$ cat src/rtl/dma_hs_pkg.sv
package dma_hs_pkg;
  typedef enum logic [1:0] {
    ACK_PULSE  = 2'b00,
    ACK_LEVEL  = 2'b01,
    ACK_MASK_A = 2'b10,
    ACK_MASK_B = 2'b11
  } ackMode_e;

  typedef struct packed {
    logic unitPhase;
    logic lastPhase;
    logic reqActive;
  } hsStrobe_t;
endpackage

$ cat src/rtl/dma_hs_ctrl.sv
module dma_hs_ctrl
  import dma_hs_pkg::*;
#(
  parameter int NUM_LINES = 8,
  localparam int SEL_W = $clog2(NUM_LINES)
) (
  input  logic                 clk,
  input  logic                 rstN,
  input  logic [SEL_W-1:0]     cfgSel,
  input  logic                 cfgLevel,
  input  logic                 cfgHiEn,
  input  logic                 cfgLoEn,
  input  logic                 cfgDstSide,
  input  logic [NUM_LINES-1:0] reqLines,
  input  logic                 rdDone,
  input  logic                 wrDone,
  input  logic                 lastUnit,
  output logic                 chanReq,
  output hsStrobe_t            strobes
);
  logic [NUM_LINES-1:0] prevLines;
  logic selNow, selPrev, edgeHit, reqActive, unitPhase, pending;

  assign selNow    = reqLines[cfgSel];
  assign selPrev   = prevLines[cfgSel];
  assign reqActive = (cfgHiEn & selNow) | (cfgLoEn & ~selNow);
  assign edgeHit   = (cfgHiEn & selNow & ~selPrev) | (cfgLoEn & ~selNow & selPrev);
  assign unitPhase = cfgDstSide ? wrDone : rdDone;

  always_ff @(posedge clk) begin
    if (!rstN) begin
      prevLines <= '0;
      pending   <= 1'b0;
    end else begin
      prevLines <= reqLines;
      if (cfgLevel)     pending <= 1'b0;
      else if (pending) pending <= ~unitPhase;
      else              pending <= edgeHit;
    end
  end

  assign chanReq = cfgLevel ? reqActive : pending;

  always_comb begin
    strobes.unitPhase = unitPhase;
    strobes.lastPhase = unitPhase & lastUnit;
    strobes.reqActive = reqActive;
  end

  // a pending edge request survives until its acknowledge phase
  a_r3_pending_held: assert property (@(posedge clk) disable iff (!rstN)
    (pending && !unitPhase && !cfgLevel) |=> (pending || $past(cfgLevel) || cfgLevel));

  // a pending request is cleared by the phase strobe and not re-armed in that cycle
  a_r4_clear_no_rearm: assert property (@(posedge clk) disable iff (!rstN)
    (pending && unitPhase && !cfgLevel) |=> !pending);

  // nothing recognised with both enables clear
  always_comb begin
    if (rstN && cfgLevel && !cfgHiEn && !cfgLoEn)
      a_r5_no_enable: assert (!chanReq);
  end
endmodule

$ cat src/rtl/dma_hs_path.sv
module dma_hs_path
  import dma_hs_pkg::*;
#(
  parameter int NUM_LINES = 8,
  localparam int SEL_W = $clog2(NUM_LINES)
) (
  input  logic                 clk,
  input  logic                 rstN,
  input  logic [SEL_W-1:0]     cfgSel,
  input  logic [1:0]           cfgAckMode,
  input  logic                 cfgTcMask,
  input  hsStrobe_t            strobes,
  output logic [NUM_LINES-1:0] ackLines,
  output logic [NUM_LINES-1:0] tcLines
);
  ackMode_e ackMode;
  logic ackState, tcState;

  assign ackMode = ackMode_e'(cfgAckMode);

  always_ff @(posedge clk) begin
    if (!rstN) begin
      ackState <= 1'b0;
      tcState  <= 1'b0;
    end else begin
      unique case (ackMode)
        ACK_PULSE: ackState <= strobes.unitPhase;
        ACK_LEVEL: ackState <= (strobes.unitPhase | ackState) & strobes.reqActive;
        default:   ackState <= 1'b0;
      endcase
      tcState <= strobes.lastPhase & ~cfgTcMask;
    end
  end

  for (genvar i = 0; i < NUM_LINES; i++) begin : g_line
    assign ackLines[i] = ackState & (cfgSel == SEL_W'(i));
    assign tcLines[i]  = tcState  & (cfgSel == SEL_W'(i));
  end

  // pulse mode acknowledges in the cycle after a phase strobe
  a_r7_pulse_follows: assert property (@(posedge clk) disable iff (!rstN)
    (strobes.unitPhase && cfgAckMode == 2'b00) |=> (ackLines != '0));

  // masked mode never acknowledges
  a_r9_masked: assert property (@(posedge clk) disable iff (!rstN)
    cfgAckMode[1] |=> (ackLines == '0));

  // terminal-count mask
  a_r11_tc_masked: assert property (@(posedge clk) disable iff (!rstN)
    cfgTcMask |=> (tcLines == '0));

  // terminal count coincides with the pulse-mode acknowledge
  a_r10_tc_with_ack: assert property (@(posedge clk) disable iff (!rstN)
    (strobes.lastPhase && cfgAckMode == 2'b00) |=> ($stable(cfgSel) ? (tcLines == ackLines || tcLines == '0) : 1'b1));

  // at most one line driven
  a_r1_one_line: assert property (@(posedge clk) disable iff (!rstN)
    $onehot0(ackLines) && $onehot0(tcLines));
endmodule

$ cat src/rtl/dma_req_handshake.sv
module dma_req_handshake
  import dma_hs_pkg::*;
(
  input  logic       clk,
  input  logic       rstN,
  input  logic [2:0] cfgSel,
  input  logic       cfgLevel,
  input  logic       cfgHiEn,
  input  logic       cfgLoEn,
  input  logic [1:0] cfgAckMode,
  input  logic       cfgDstSide,
  input  logic       cfgTcMask,
  input  logic [7:0] reqLines,
  input  logic       rdDone,
  input  logic       wrDone,
  input  logic       lastUnit,
  output logic       chanReq,
  output logic [7:0] ackLines,
  output logic [7:0] tcLines
);
  localparam int NUM_LINES = 8;
  hsStrobe_t strobes;

  dma_hs_ctrl #(.NUM_LINES(NUM_LINES)) u_ctrl (
    .clk(clk), .rstN(rstN), .cfgSel(cfgSel), .cfgLevel(cfgLevel),
    .cfgHiEn(cfgHiEn), .cfgLoEn(cfgLoEn), .cfgDstSide(cfgDstSide),
    .reqLines(reqLines), .rdDone(rdDone), .wrDone(wrDone),
    .lastUnit(lastUnit), .chanReq(chanReq), .strobes(strobes)
  );

  dma_hs_path #(.NUM_LINES(NUM_LINES)) u_path (
    .clk(clk), .rstN(rstN), .cfgSel(cfgSel), .cfgAckMode(cfgAckMode),
    .cfgTcMask(cfgTcMask), .strobes(strobes),
    .ackLines(ackLines), .tcLines(tcLines)
  );
endmodule

$ cat config.mk
export PLATFORM = sky130hd
export DESIGN_NAME = dma_req_handshake
export DESIGN_NICKNAME = d
export VERILOG_FILES = /design/src/rtl/dma_hs_pkg.sv /design/src/rtl/dma_hs_ctrl.sv /design/src/rtl/dma_hs_path.sv /design/src/rtl/dma_req_handshake.sv
export SDC_FILE = /design/constraint.sdc
export NUM_CORES = 1
export LEC_CHECK = 0
export BUFFER_PORTS_ARGS = -buffer_cell sky130_fd_sc_hd__buf_2
export CAP_MARGIN = 25
export CELL_PAD_IN_SITES_DETAIL_PLACEMENT = 1
export CELL_PAD_IN_SITES_GLOBAL_PLACEMENT = 1
export CORE_AREA = 2 2 49 51
export DETAILED_ROUTE_END_ITERATION = 16
export DIE_AREA = 0 0 51 53
export GPL_ROUTABILITY_DRIVEN = 1
export PLACE_DENSITY_LB_ADDON = 0.3
export SYNTH_ARGS = -nofsm -noshare
export SYNTH_HDL_FRONTEND = slang
export SYNTH_SLANG_ARGS = --single-unit
$ cat constraint.sdc
create_clock -name clk -period 3.8 [get_ports clk]
set_input_delay 0.76 -clock clk [delete_from_list [all_inputs] [get_ports clk]]
set_output_delay 0.76 -clock clk [all_outputs]
set_load 0.02 [all_outputs]
==> metrics.txt, run 1 <==
status=finished clean; Worst EP required=3.04 ns; YS warnings=0; initial antenna violation count=0; critical path endpoint category=output port; Slew Limit Fails=0; Yosys cell types=19; CTS sink cnt=11; VDD IR max=0.1479 mV; setup TNS=0 ns; Die X=51 um; WS Path Type=in -> out; clock skew=0.005418 ns; CTS root buffer=clkbuf_4; DP Area=827.0 sq um; postcts setup bufs=0; Final Hold Fails=0; CTS Buffer Depth=2; port bufs=39; height of the die=53 um; asr flop ratio synth=0%; Pleak=0.4224 nW; pin count of the biggest net entering global routing=14; clock tree from TritonCTS=done; Residual DRC=0; Post-Layout Inst Area=853.3 sq um; Tmin final=3.115 ns; Setup violations, final=0; Synth area leaders=dfxtp_1 (36%), mux4_1 (8.5%), and2_1 (8.1%); final net count=131; worst skew pair latency=0.28 ns; Post-synth EDFFs=0; Syn Area/Cell=9.188 sq um; Initial Util=28.65%; CTS Buf Count=3; CP startpoint kind=primary input; Pwr Total=0.2577 mW; I/O pin count=40; Cell Pwr Density=302.0 mW/mm^2; worst reg2reg setup slack=2.47 ns; Core Area=0.002148 sq mm; Total GRT Usage=14.47%; Slew @ Worst Pin=0.3229 ns; Routed WL=1732 um; Starting DRT DRC Count=3; DR WL/cell=12.83 um; Hold Path Class=reg -> reg; Rows=17; register area share after synthesis=35.77%; Mapped Nets=90; Syn Inst Count=67; layout cell share with drive strength beyond 1=43.93%; first-pass GRT wire length=2739 um; Yosys reg bits=11; most common cell after layout, fill and taps aside=buf_2; prevailing post-synth register cell=dfxtp_1; vias in the first global route=589; antenna diode count=0; hpwl dp=1422 um; Tcrit/Tclk final=81.97%; vias per cell=4.637; Area Overhead vs Synth=38.62%; most frequent cells in the layout=buf_2 (39), nor2_1 (13), dfxtp_1 (11), and2_1 (8); htree depth=1; largest area contributor in the netlist=dfxtp_1; Vias=626; Post-CTS Hold Buffers=0; die area=0.002703 sq mm; post-synth top area share=35.77%; RSZ-0062 raised after global routing=no; CP max FO=13; clk slew on worst S/H paths=0.07 ns; GPL Wtd Cong=0.6967; Critical Path AT=2.35 ns; slew margin rel.=77.86%; maxcap violations=0; drt first pass iters=4; FMAX=321.0 MHz; post-synthesis cell area=615.6 sq um; Routed Antenna Nets=0; gr ovfl total=0; post-CTS sizing=0
==> flip-flops by register name (all words and copies together), names as in the netlist <==
| register | count |
|---|---|
| u_ctrl.prevLines | 8 |
| u_path.tcState | 1 |
| u_ctrl.pending | 1 |
| u_path.ackState | 1 |
==> logic make-up (layout without fill, tap and decap cells) <==
kind of cell | count (synthesis) | in the layout | share of synthesized area, %
simple gates | 39 | 39 | 32.12
buf+inv | 3 | 43 | 3.049
flops | 11 | 11 | 35.77
mux | 10 | 10 | 25.00
compound gates | 4 | 4 | 4.066
==> final timing paths <==
check | startpoint | end | depth (start not counted)
setup reg to reg | u_ctrl.prevLines[3] | u_ctrl.pending | 4
hold / removal | u_path.ackState | u_path.ackState | 2
hold reg to reg | u_path.ackState | u_path.ackState | 2
setup / recovery | cfgSel[1] | chanReq | 6
==> area by class of cell <==
type / instances / area [sq um]
multi-input cells: 53 / 376.6
flip-flops and latches: 11 / 220.2
well taps: 28 / 35.03
fillers: 281 / 1295
repair buffers: 39 / 195.2
clock buffers: 4 / 26.28
==> critical path, stage by stage <==
cell     delay, ns
buf_2         0.24
mux2_2        0.38
mux4_2        0.50
mux2i_1       0.16
a21oi_1       0.14
buf_2         0.17
==> metal layers <==
layer / track usage [%] / wire, um / up-vias / share of wire, %
met3: 3.390 / 154 / 5 / 8.9
met4: 9.459 / 44 / 0 / 2.5
li1: - / - / 311 / -
met2: 25.76 / 842 / 32 / 49
met5: 0 / 0 / - / 0
met1: 15.20 / 691 / 278 / 40
==> power breakdown <==
group,switching [mW],total (mW),internal [mW]
sequential,0.00187,0.123,0.121
combinational,0.0254,0.0522,0.0268
clock,0.0416,0.0824,0.0408
==> cells in the mapped netlist (2+ instances only) <==
cell type and instances:
nand2_1 5, nor3_1 5, mux4_1 2, dfxtp_1 11, nand2b_1 5, clkbuf_1 2, a21oi_1 2, nor2_1 13
mux2i_1 3, mux2_2 3, and2_1 8
==> metrics by stage <==
step / hold WS, ns / util (%) / worst slack (ns) / cells
after global placement: 0.4877 / 38.50 / 0.7256 / 131
after global routing: 0.5441 / 39.72 / 0.6076 / 135
after floorplan: 0.4662 / - / 0.8661 / 67
after detailed placement: 0.4934 / 38.50 / 0.6801 / 131
final: 0.5012 / 39.72 / 0.6851 / 135
after CTS: 0.5071 / 39.72 / 0.6721 / 135
No activity file was read; power rests on OpenSTA's default activity.
==> run 2, diff against run 1 <==
ABC_AREA = 1   (was unset)
CORE_AREA = 2 2 59 61   (was 2 2 49 51)
DIE_AREA = 0 0 61 63   (was 0 0 51 53)
clock period = 2.6 ns   (was 3.8 ns; I/O delays follow)
==> metrics.txt, run 2 <==
status=finished clean; worst path cell trace=buf_2 -> inv_2 -> nand2_1 -> nand2_1 -> nand2_1 -> nand3_2 -> nand2_1 -> nand2_2 -> a31oi_1 -> buf_2; Synth Area in Simple Gates=49.92% (+18 points); I/O pin count=40 (unchanged); Total GRT Usage=12.44% (-2.0 points); DR WL/cell=10.71 um (-16%); RSZ-0062 raised after global routing=no; critical path endpoint category=output port; clock skew=0.004576 ns (-0.0008427 ns); VDD IR max=0.2496 mV (+69%); gr ovfl total=0 (unchanged); worst skew pair latency=0.26 ns (-0.02 ns); post-synth top area share=29.09% (-6.7 points); Post-Synth XOR/XNOR Area=0% (unchanged); initial antenna violation count=0 (unchanged); Setup crit end=chanReq; area of the multi-input gates=416.7 sq um (+11%); Hold Path Class=in -> reg; CTS root buffer=clkbuf_4; Final Util=30.89% (-8.8 points); GPL Wtd Cong=0.7665 (+10%); final net count=185 (+41%); Vias=877 (+40%); Tmin final=2.144 ns; Setup violations, final=0 (unchanged); post-synthesis cell area=757.0 sq um (+23%); Yosys reg bits=11 (unchanged); asr flop ratio synth=0% (unchanged); setup TNS=0 ns (unchanged); Initial Util=23.42% (-5.2 points); max reg flops=8 (unchanged); register area share after synthesis=29.09% (-6.7 points); CP peak stage delay=0.23 ns (-0.27 ns); antenna diode count=0 (unchanged); Slowest cell on crit path=buf_2; most frequent cells after synthesis=nand2_1 (42), inv_1 (21), nor3_1 (17); prevailing post-synth register cell=dfxtp_1; post-CTS sizing=0 (unchanged); vias per cell=4.237 (-8.6%); multiplexer share of the synthesized area=1.322% (-24 points); CP Buf/Inv Count=3 (+1); Post-Layout Inst Area=998.5 sq um (+17%); Post-synth EDFFs=0 (unchanged); height of the die=63 um (+19%); Slew Limit Fails=0 (unchanged); port bufs=39 (unchanged); R2R Path End=u_ctrl.pending; WL met3=103 um (-33%); pin count of the biggest net entering global routing=13 (-1); clock tree from TritonCTS=done; first-pass GRT wire length=3698 um (+35%); Starting DRT DRC Count=32 (+29); CTS Buf Count=3 (unchanged); most frequent cells in the layout=nand2_1 (42), buf_2 (39), inv_1 (21), nor3_1 (17), dfxtp_1 (11); Core Area=0.003232 sq mm (+50%); maxcap violations=0 (unchanged); met1 WL=940 um (+36%); Yosys cell types=21 (+2); Pleak=0.5913 nW (+40%); Mapped Nets=146 (+62%); DP Area=972.2 sq um (+18%); Filler cells=451 (+60%); Synth area leaders=dfxtp_1 (29%), nand2_1 (21%), nor3_1 (11%); Top Metal Used=met4; Slew @ Worst Pin=0.3380 ns (+0.01517 ns); CTS sink cnt=11 (unchanged); Worst setup startpoint=cfgSel[0]; Crit path depth=10 (+4); slew margin rel.=77.44% (-0.42 points); vias in the first global route=880 (+49%); main combinational cell family by area after synthesis=simple AND/OR/NAND/NOR gates; most common cell after layout, fill and taps aside=nand2_1; Top cell by count, worst path=nand2_1; most flop-heavy register=u_ctrl.prevLines; drt first pass iters=4 (unchanged); R2R Path Start=u_ctrl.prevLines[5]; CP startpoint kind=primary input; FMAX=466.4 MHz; Cell Pwr Density=401.1 mW/mm^2 (+33%); YS warnings=0 (unchanged); Die X=61 um (+20%); htree depth=1 (unchanged); Syn Inst Count=123 (+84%); worst reg2reg setup slack=1.57 ns (-0.90 ns); Residual DRC=0 (unchanged); postcts setup bufs=0 (unchanged); Routed Antenna Nets=0 (unchanged); Worst EP required=2.08 ns (-0.96 ns); most frequent cell after synthesis=nand2_1; CTS Buffer Depth=2 (unchanged); critical path's top delay family=buffers and inverters; largest area contributor in the netlist=dfxtp_1; Met2 Routed Length=1152 um (+37%); area occupied by registers=220.2 sq um (unchanged); post-synthesis adder-cell area fraction=0% (unchanged); Routed WL=2218 um (+28%); CP max FO=11 (-2); Final Hold Fails=0 (unchanged); Compound-Gate Fraction of Synth Area=3.802% (-0.26 points); R2R depth=10 (+6); Area Overhead vs Synth=31.90%; Critical Path AT=1.62 ns (-0.73 ns); layout cell share with drive strength beyond 1=35.40% (-8.5 points); die area=0.003843 sq mm (+42%); clk slew on worst S/H paths=0.07 ns (about the same); hpwl dp=1945 um (+37%); Syn Area/Cell=6.154 sq um (-33%); WS Path Type=in -> out; Post-CTS Hold Buffers=0 (unchanged); Rows=21 (+4); Tcrit/Tclk final=82.46%
run 2: cell count changes after synthesis, moves of 3 or more:
cell and change:
nand3_1 +3, mux2_2 -3, and2_1 -8, nor2_1 -8
inv_1 +21, nor2_2 +3, nand2_1 +37, nor3_1 +12
nand2_2 +4, nand3_2 +4, nand2b_1 -5
run 2: logic make-up (layout without fill, tap and decap cells):
group	after synthesis	after routing
AO/OA/AOI/OAI	4	4
AND/OR/NAND/NOR	80	80
buffers and inverters	27	65
multiplexers	1	1
flip-flops	11	11
run 2: through the flow:
step	power [mW]	setup slack, ns	hold WS [ns]	instances
after floorplan	0.2575	0.6831	0.4668	123
after global placement	0.2878	0.4839	0.4820	203
after detailed placement	0.2909	0.4394	0.4931	203
after CTS	0.4115	0.4321	0.3936	207
after global routing	0.4338	0.3426	0.3887	207
final	0.4005	0.4561	0.4045	207
run 2: worst min-delay path by stage:
stage | end | slack, ns | cells past startpoint | start
floorplan | u_ctrl.pending | 0.47 | 2 | u_ctrl.pending
global placement | u_ctrl.pending | 0.48 | 2 | u_ctrl.pending
detailed placement | u_ctrl.pending | 0.49 | 2 | u_ctrl.pending
CTS | u_path.tcState | 0.39 | 2 | cfgTcMask
global route | u_path.tcState | 0.39 | 2 | cfgTcMask
finish | u_path.tcState | 0.40 | 2 | cfgTcMask
run 2: cell type report:
type,count,area share [%]
timing repair buffer,39,19.55
multi-input combinational,85,41.73
sequential,11,22.06
inverter,22,8.271
clock buffer,4,2.632
tap,46,5.764
run 2: power by group:
| part | switching (mW) | internal, mW |
|---|---|---|
| clock network | 0.0568 | 0.0593 |
| logic | 0.0649 | 0.0387 |
| registers | 0.00346 | 0.177 |
| total | 0.125 | 0.275 |
run 2: metal layers:
metal	vias up	global-route usage [%]
li1	453	-
met2	23	21.37
met3	2	1.863
met5	-	0
met4	0	4.891
met1	399	14.98
==> run 3, diff against run 2 <==
clock period = 1.9 ns   (was 2.6 ns; I/O delays follow)
==> metrics.txt, run 3 (same netlist as run 2, synthesis figures left out) <==
Crit path depth=9 (-1); die area=0.003843 sq mm (unchanged); status=finished clean; most flop-heavy register=u_ctrl.prevLines; vias per cell=4.364 (+3.0%); Slew Limit Fails=0 (unchanged); area of the multi-input gates=416.7 sq um (unchanged); critical path endpoint category=output port; most common cell after layout, fill and taps aside=nand2_1; busiest layer in global routing=met2; hpwl dp=1973 um (+1.4%); Final Hold Fails=0 (unchanged); RSZ-0062 raised after global routing=no; Pleak=0.6043 nW (+2.2%); clk slew on worst S/H paths=0.08 ns (about the same); DR WL/cell=10.91 um (+1.8%); Worst setup startpoint=cfgSel[0]; Hold Path Class=in -> reg; setup TNS=0 ns (unchanged); height of the die=63 um (unchanged); VDD IR max=0.2362 mV (-5.4%); postcts setup bufs=0 (unchanged); met2 GRT Util=22.72% (+1.3 points); Die X=61 um (unchanged); Core Area=0.003232 sq mm (unchanged); WS Path Type=in -> out; worst reg2reg setup slack=0.83 ns (-0.74 ns); Initial Util=23.42% (unchanged); CP max FO=11 (unchanged); met1 usage=15.00% (+0.019 points); max reg flops=8 (unchanged); Pwr Total=0.5592 mW (+40%); port bufs=39 (unchanged); Rows=21 (unchanged); final net count=187 (+1.1%); Flop pwr share=44.3% (-0.9 points); GPL Wtd Cong=0.7140 (-6.8%); drt first pass iters=3 (-1); Top cell by count, worst path=nand2_1; CTS root buffer=clkbuf_4; FMAX=556.7 MHz; Residual DRC=0 (unchanged); maxcap violations=0 (unchanged); Cell Pwr Density=549.7 mW/mm^2 (+37%); clock skew=0.002057 ns (-0.002519 ns); most frequent cells in the layout=nand2_1 (42), buf_2 (38), inv_1 (21), nor3_1 (17), dfxtp_1 (11); initial antenna violation count=0 (unchanged); Tcrit/Tclk final=94.54%; post-CTS sizing=0 (unchanged); Tmin final=1.796 ns; Filler cells=450 (-0.22%); Starting DRT DRC Count=13 (-59%); Vias=912 (+4.0%); layout cell share with drive strength beyond 1=36.81% (+1.4 points); CTS Buffer Depth=2 (unchanged); CP Buf/Inv Count=3 (unchanged); CTS sink cnt=11 (unchanged); Setup crit end=chanReq; htree depth=1 (unchanged); Worst EP required=1.52 ns (-0.56 ns); CTS Buf Count=3 (unchanged); Routed Antenna Nets=0 (unchanged); Area Overhead vs Synth=34.38%; vias in the first global route=879 (-0.11%); Total GRT Usage=13.02% (+0.57 points); sw frac=32.62% (+1.4 points); Critical Path AT=1.42 ns (-0.20 ns); cell-internal power=0.3768 mW (+37%); Slowest cell on crit path=clkbuf_4; Setup violations, final=0 (unchanged); I/O pin count=40 (unchanged); NetSw=0.1824 mW (+46%); Post-CTS Hold Buffers=0 (unchanged); worst skew pair latency=0.27 ns (about the same); critical path's top delay family=buffers and inverters; gr ovfl total=0 (unchanged); met3 Use GR=2.484% (+0.62 points); Combinational Power Share=26.3% (+0.5 points); CP startpoint kind=primary input; CP peak stage delay=0.18 ns (-0.05 ns); Routed WL=2280 um (+2.8%); R2R depth=10 (unchanged); Clk pwr share=29.4% (+0.4 points); R2R Path Start=u_ctrl.prevLines[5]; clock tree from TritonCTS=done; pin count of the biggest net entering global routing=13 (unchanged); first-pass GRT wire length=3850 um (+4.1%); Slew @ Worst Pin=0.2864 ns (-0.05163 ns); R2R Path End=u_ctrl.pending; area occupied by registers=220.2 sq um (unchanged); slew margin rel.=80.36% (+2.9 points); worst path cell trace=clkbuf_4 -> inv_2 -> nand2_1 -> nand2_1 -> nand2_1 -> nand3_2 -> nand3_2 -> a31oi_1 -> buf_2; antenna diode count=0 (unchanged)
==> run 3: how the worst min path moves through the flow <==
stage / start / end / cells past startpoint
floorplan: cfgTcMask / u_path.tcState / 1
global placement: u_ctrl.pending / u_ctrl.pending / 2
detailed placement: u_ctrl.pending / u_ctrl.pending / 2
CTS: cfgTcMask / u_path.tcState / 2
global route: cfgTcMask / u_path.tcState / 2
finish: cfgTcMask / u_path.tcState / 2
==> run 3: layer usage <==
metal  part of all wire, %  up-vias
li1                      -      458
met1                    41      422
met2                    51       28
met3                   5.6        4
met4                   1.8        0
met5                     0        -
==> run 3: through the flow <==
stage | std cells | area, sq um | setup WS [ns] | util, % | hold WS [ns]
after CTS | 209 | 1015 | 0.03800 | 31.40 | 0.2592
after detailed placement | 205 | 987.2 | 0.03908 | 30.55 | 0.4955
after floorplan | 123 | 757.0 | 0.2631 | - | 0.4579
final | 209 | 1017 | 0.1038 | 31.47 | 0.2664
after global placement | 205 | 987.2 | 0.1024 | 30.55 | 0.4828
after global routing | 209 | 1017 | 0.01654 | 31.47 | 0.2521
==> run 3: final cells by class <==
| type | instances | area share, % |
|---|---|---|
| multi-input cells | 85 | 40.96 |
| flip-flops and latches | 11 | 21.65 |
| inverters | 22 | 8.118 |
| clock inverters | 1 | 0.4920 |
| clock buffers | 3 | 2.214 |
| well taps | 46 | 5.658 |
| repair buffers | 41 | 20.91 |
==> run 3: power by group through the flow <==
stage | combinational (mW) | sequential [mW] | clock [mW]
after global routing | 0.169 | 0.249 | 0.193
final | 0.147 | 0.248 | 0.164
after global placement | 0.144 | 0.253 | 0
after CTS | 0.150 | 0.248 | 0.175
after floorplan | 0.101 | 0.251 | 0
after detailed placement | 0.150 | 0.253 | 0
==> run 3: worst register-to-register path, delay by kind of cell, from the launching register on <==
kind                   cells  cell delay [ns]
AND/OR/NAND/NOR            7             0.46
flip-flops                 1             0.31
AO/OA/AOI/OAI              2             0.20
buffers and inverters      1             0.04
